File: src/rtl/xfer_pkg.sv
package xfer_pkg;
  typedef enum logic [1:0] {
    OP_JMP  = 2'd0,
    OP_CALL = 2'd1,
    OP_RET  = 2'd2,
    OP_NONE = 2'd3
  } xfer_op_e;

  typedef enum logic {
    ST_IDLE = 1'b0,
    ST_BUSY = 1'b1
  } xfer_st_e;
endpackage

File: src/rtl/xfer_ptr_step.sv
module xfer_ptr_step (
  input  logic [31:0] base,
  input  logic [2:0]  amt,
  input  logic        down,
  input  logic        wide,
  output logic [31:0] result
);
  logic [31:0] full;
  always_comb begin
    full   = down ? (base - {29'd0, amt}) : (base + {29'd0, amt});
    result = wide ? full : {base[31:16], full[15:0]};
  end
endmodule

File: src/rtl/xfer_stack_mem.sv
module xfer_stack_mem #(
  parameter int AW = 8
) (
  input  logic          clk,
  input  logic          rst_n,
  input  logic          we,
  input  logic [AW-1:0] addr,
  input  logic [7:0]    wdata,
  output logic [7:0]    rdata
);
  localparam int DEPTH = 1 << AW;
  logic [7:0] cells [DEPTH];

  always_ff @(posedge clk) begin
    if (!rst_n) begin
      for (int i = 0; i < DEPTH; i++) cells[i] <= 8'h00;
    end else if (we) begin
      cells[addr] <= wdata;
    end
  end

  assign rdata = cells[addr];
endmodule

File: src/rtl/ctl_xfer_stack.sv
module ctl_xfer_stack
  import xfer_pkg::*;
#(
  parameter int          AW  = 8,
  parameter logic [31:0] TOS = 32'h0000_0100
) (
  input  logic          clk,
  input  logic          rst_n,
  input  logic          cmd_valid,
  output logic          cmd_ready,
  input  logic [1:0]    cmd_op,
  input  logic          cmd_osz32,
  input  logic          cmd_inter,
  input  logic          cmd_dst16,
  input  logic          cmd_stk32,
  input  logic [31:0]   cmd_target,
  output logic [31:0]   ip,
  output logic [31:0]   sp,
  output logic          done,
  output logic          range_err,
  output logic          mem_we,
  output logic          mem_re,
  output logic [AW-1:0] mem_addr,
  output logic [7:0]    mem_byte
);
  xfer_st_e    st_q;
  xfer_op_e    op_q;
  logic        osz_q, inter_q, stk_q, item_q;
  logic [1:0]  byte_q;
  logic [31:0] tgt_q, acc_q, snap_q, ip_q, sp_q;
  logic        done_q, err_q;

  // command decode at the handshake
  logic        take, bad_cmd;
  logic [31:0] tmask;
  assign cmd_ready = (st_q == ST_IDLE);
  assign take      = cmd_valid && cmd_ready;
  assign tmask     = cmd_osz32 ? cmd_target : {16'h0000, cmd_target[15:0]};
  assign bad_cmd   = cmd_osz32 && cmd_dst16 && (cmd_target[31:16] != 16'h0000)
                     && (cmd_op != OP_RET);

  // per-byte sequencing
  logic        busy, is_push, last_byte, last_item;
  logic [2:0]  nbytes, addr_amt;
  logic [31:0] cur_val, addr_full, sp_next, acc_full, popped;
  logic [7:0]  rd_byte, wr_byte;

  assign busy      = (st_q == ST_BUSY);
  assign is_push   = (op_q == OP_CALL);
  assign nbytes    = osz_q ? 3'd4 : 3'd2;
  assign last_byte = ({1'b0, byte_q} == (nbytes - 3'd1));
  assign last_item = inter_q ? item_q : 1'b1;
  assign cur_val   = (inter_q && !item_q) ? snap_q : ip_q;
  assign addr_amt  = is_push ? (nbytes - {1'b0, byte_q}) : {1'b0, byte_q};
  assign wr_byte   = cur_val[{byte_q, 3'b000} +: 8];
  assign acc_full  = acc_q | ({24'd0, rd_byte} << {byte_q, 3'b000});
  assign popped    = osz_q ? acc_full : {16'h0000, acc_full[15:0]};

  xfer_ptr_step u_addr (
    .base(sp_q), .amt(addr_amt), .down(is_push), .wide(stk_q), .result(addr_full)
  );

  xfer_ptr_step u_next (
    .base(sp_q), .amt(nbytes), .down(is_push), .wide(stk_q), .result(sp_next)
  );

  xfer_stack_mem #(.AW(AW)) u_mem (
    .clk(clk), .rst_n(rst_n), .we(busy && is_push),
    .addr(addr_full[AW-1:0]), .wdata(wr_byte), .rdata(rd_byte)
  );

  always_ff @(posedge clk) begin
    if (!rst_n) begin
      st_q    <= ST_IDLE;
      op_q    <= OP_NONE;
      osz_q   <= 1'b0;
      inter_q <= 1'b0;
      stk_q   <= 1'b0;
      item_q  <= 1'b0;
      byte_q  <= 2'd0;
      tgt_q   <= 32'd0;
      acc_q   <= 32'd0;
      snap_q  <= 32'd0;
      ip_q    <= 32'd0;
      sp_q    <= TOS;
      done_q  <= 1'b0;
      err_q   <= 1'b0;
    end else begin
      done_q <= 1'b0;
      err_q  <= 1'b0;
      if (st_q == ST_IDLE) begin
        if (cmd_valid) begin
          op_q    <= xfer_op_e'(cmd_op);
          osz_q   <= cmd_osz32;
          inter_q <= cmd_inter;
          stk_q   <= cmd_stk32;
          tgt_q   <= tmask;
          snap_q  <= sp_q;
          item_q  <= 1'b0;
          byte_q  <= 2'd0;
          acc_q   <= 32'd0;
          if (bad_cmd) begin
            done_q <= 1'b1;
            err_q  <= 1'b1;
          end else if (cmd_op == OP_CALL || cmd_op == OP_RET) begin
            st_q <= ST_BUSY;
          end else begin
            if (cmd_op == OP_JMP) ip_q <= tmask;
            done_q <= 1'b1;
          end
        end
      end else begin
        acc_q  <= acc_full;
        byte_q <= byte_q + 2'd1;
        if (last_byte) begin
          byte_q <= 2'd0;
          acc_q  <= 32'd0;
          sp_q   <= sp_next;
          if (!is_push) begin
            if (inter_q && item_q) sp_q <= popped;
            else                   ip_q <= popped;
          end
          if (last_item) begin
            st_q   <= ST_IDLE;
            done_q <= 1'b1;
            if (is_push) ip_q <= tgt_q;
          end else begin
            item_q <= 1'b1;
          end
        end
      end
    end
  end

  assign ip        = ip_q;
  assign sp        = sp_q;
  assign done      = done_q;
  assign range_err = err_q;
  assign mem_we    = busy && is_push;
  assign mem_re    = busy && !is_push;
  assign mem_addr  = addr_full[AW-1:0];
  assign mem_byte  = is_push ? wr_byte : rd_byte;


  busy_after_take_chk: assert property (@(posedge clk) disable iff (!rst_n)
    (take && !bad_cmd && (cmd_op == OP_CALL || cmd_op == OP_RET)) |=> !cmd_ready);


  done_idle_chk: assert property (@(posedge clk) disable iff (!rst_n)
    done |-> cmd_ready);


  jmp16_upper_chk: assert property (@(posedge clk) disable iff (!rst_n)
    (take && cmd_op == OP_JMP && !cmd_osz32) |=> (ip[31:16] == 16'h0000));


  range_hold_chk: assert property (@(posedge clk) disable iff (!rst_n)
    range_err |-> ($stable(ip) && $stable(sp)));


  sp16_upper_chk: assert property (@(posedge clk) disable iff (!rst_n)
    (mem_we && !stk_q) |=> $stable(sp[31:16]));
endmodule

File: config.mk
export PLATFORM = sky130hd
export DESIGN_NAME = ctl_xfer_stack
export DESIGN_NICKNAME = d
export VERILOG_FILES = /design/src/rtl/xfer_pkg.sv /design/src/rtl/xfer_ptr_step.sv /design/src/rtl/xfer_stack_mem.sv /design/src/rtl/ctl_xfer_stack.sv
export SDC_FILE = /design/constraint.sdc
export NUM_CORES = 2
export LEC_CHECK = 0
export CAP_MARGIN = 30
export CORE_AREA = 10 10 633 760
export CTS_CLUSTER_SIZE = 25
export DETAILED_ROUTE_END_ITERATION = 10
export DIE_AREA = 0 0 643 770
export GPL_TIMING_DRIVEN = 1
export HOLD_SLACK_MARGIN = 0.1
export PLACE_DENSITY = 0.43
export SYNTH_ARGS = -nofsm -noshare
export SYNTH_HDL_FRONTEND = slang
export SYNTH_HIERARCHICAL = 1
export SYNTH_SLANG_ARGS = --single-unit
File: constraint.sdc
create_clock -name clk -period 7.51 [get_ports clk]
set_input_delay 0.751 -clock clk [delete_from_list [all_inputs] [get_ports clk]]
set_output_delay 0.751 -clock clk [all_outputs]
set_load 0.1 [all_outputs]
==> flow_metrics.tcl <==
set metrics [dict create \
    io_pins 126 \
    design.die.area_mm2 0.495 \
    dp_hpwl_um 219000 \
    min-delay-start "rst_n" \
    cts.sinks 2219 \
    area_growth_from_synthesis_to_layout_pct 17.1 \
    cp.required_ns 6.76 \
    maxCapViolCount 0 \
    crit_buf_inv 9 \
    worst_skew_pair.late_latency_ns 0.91 \
    setup_viol_count_final 0 \
    length_in_cells_of_the_worst_reg_to_reg_path 24 \
    ff2ff_setup_slack_ns 1.09 \
    post-route-worst-setup-slack_ns 0.132 \
    cp_cell_sequence "clkinv_1, fa_1, nand2_1, o21ai_1, inv_1, ha_1, mux2_2, fa_2, inv_16, buf_16, buf_16, buf_4, mux4_2, a22oi_1, a21oi_1, o41ai_2, buf_4, nand4_1, buf_6, nand2_1, nand2_1, buf_12" \
    most_used_cell_along_the_critical_path "sky130_fd_sc_hd__nand2_1" \
    critical_path_class "flop to primary output" \
    worst_setup_hold_path_clk_slew_ns 0.06 \
    worst_hold_path_type "primary input to flop" \
    power_per_cell_area_mw_per_mm2 268 \
    vdd_drop_max_mv 0.735 \
    first_global_vias 66900 \
    number_of_cell_rows 275 \
    mappedNetlistArea_mm2 0.105 \
    floorplan.die.width_um 643 \
    place_worst_setup_slack_ns 0.509 \
    final_layout_size_suffix_gt1_frac 0.189 \
    start_util 0.225 \
    grt_first_pass_wirelength_um 503000 \
    number_of_nets_with_antenna_violations_after_detailed_routing 0 \
    crit_cells 22 \
    utilization_after_layout 0.264 \
    critPathLaunchType "flop" \
    final.min_clock_period_ns 7.38 \
    clock_skew_ns 0.0295 \
    cpMaxStageDelayCell "sky130_fd_sc_hd__fa_2" \
    timing.hold.ws_ns 0.325 \
    cp-end-kind "primary output" \
    place.gp.congestion 0.850 \
    fmax_ghz 0.136 \
    largest_stage_delay_worst_path_ns 0.72 \
    grt_usage 0.135 \
    synth_cells 7605 \
    worst-endpoint-arrival_ns 6.63 \
    drc 0 \
    number_of_warning_messages_in_the_yosys_log 6 \
    unrepaired_setup_endpoints_after_global_routing "true" \
    hold_violations 0 \
    power.leakage_nw 43.9 \
    timing_startpoint_of_the_critical_path "osz_q$_SDFFE_PN0P_" \
    crit_path_max_fanout 26 \
    placedCellCount 13600 \
    syn-mean-instance-area_um2 13.8 \
    crit_family "buffers and inverters" \
    final_nets 7787 \
    first_iter_violations 5832 \
    firstDrtPassIters 6 \
    outcome "complete, no violations" \
    design.core.area_mm2 0.466 \
    clockBufferDepth 4 \
    grt_max_degree 155 \
    htree_levels 4 \
    layout.cells.non_filler 14100 \
    final_power_mw 33.0 \
    timing.rr.end "ip[17]$_SDFFE_PN0P_" \
    hold_path_depth 2 \
    worst_hold_path.endpoint "sp[29]$_SDFFE_PN0P_" \
    slew_violations 0 \
    drt-wirelength-per-cell_um 24.7 \
    cts_hold_buffers 0 \
    slew-limit-headroom 0.280 \
    final_cycle_utilization_of_the_critical_path 0.982 \
    timing_worst_slew_pin_value_ns 1.07 \
    dieHeight_um 770 \
    dr_total_vias 65200 \
    detail_route.wirelength_um 348000 \
    cts_bufs_inserted 234 \
    r2r_start "osz_q$_SDFFE_PN0P_" \
    vias_per_cell 4.62 \
    tritoncts "yes" \
    portBuffers 125 \
    antenna_found_initial 17 \
    cts_root_buffer "sky130_fd_sc_hd__clkbuf_16" \
    grt.overflow.total 0 \
]
-- power by group --
group	total, mW	internal (mW)	switching [mW]
Sequential	14.0	13.9	0.159
Combinational	7.39	2.23	5.15
Clock	11.6	6.56	5.04
-- state kept, by name, indices dropped and copies added (netlist names) --
register,flops
sp,32
range_err,1
byte_q,2
op_q,2
tgt_q,32
snap_q,32
item_q,1
ip,32
inter_q,1
done,1
acc_q,32
stk_q,1
u_mem/cells,2048
busy,1
osz_q,1
-- worst reg2reg max path, delay by kind of cell, from the launching register on --
family	cells	cell delay, ns
compound gates	9	2.55
xor+xnor	1	0.42
fa+ha+maj	4	1.47
buf+inv	6	1.17
flops	1	0.35
mux	1	0.07
simple gates	3	0.24
-- layout by cell type, fill, tap and decap left out, drive strengths merged, types with 21 or more instances in the layout --
cell,count
o21a,39
and3,644
dfxtp,171
clkbuf,294
mux2,21
nor3,40
a21oi,190
nor2,261
nand2,310
and2,1424
nor2b,57
nand4,30
mux4,528
a21o,37
ha,53
clkinv,88
a21boi,59
bufinv,23
o221ai,22
buf,490
edfxtp,2048
clkdlybuf4s50,109
o21ai,289
inv,42
a22oi,289
a31oi,40
nand3,23
o41ai,32
-- metrics by stage --
stage                     setup TNS, ns  cell area, µm²
after floorplan                       0          105000
after global placement           -0.392          114000
after detailed placement              0          115000
after CTS                             0          123000
after global routing             -0.176          123000
final                                 0          123000
-- worst max path at each step --
stage	endpoint	slack, ns
floorplan	mem_byte[0]	0.008
global placement	mem_byte[2]	-0.20
detailed placement	mem_byte[2]	0.51
CTS	mem_byte[2]	0.02
global route	mem_byte[2]	-0.08
finish	mem_byte[2]	0.13
-- timing repair --
action	CTS	global route
setup buffers	5	13
setup endpoints to repair	8	8
pin swaps	6	6
gates resized for setup	27	22
gates cloned	2	1
-- final cells by class --
class / count / area, µm²
flip-flops and latches: 2219 / 64900
fillers: 47900 / 343000
clock buffers: 290 / 6140
repair buffers: 604 / 5300
well taps: 6232 / 7800
diodes: 10 / 25.0
multi-input cells: 4594 / 37300
clock inverters: 125 / 1240
inverters: 35 / 155
repair inverters: 2 / 17.5
-- metal layers --
layer / GRT usage / wire length, µm
met2: 0.233 / 172000
met1: 0.176 / 148000
met3: 0.0179 / 17400
met4: 0.0402 / 10900
met5: 0 / 0
(Power assumes the default switching activity.)
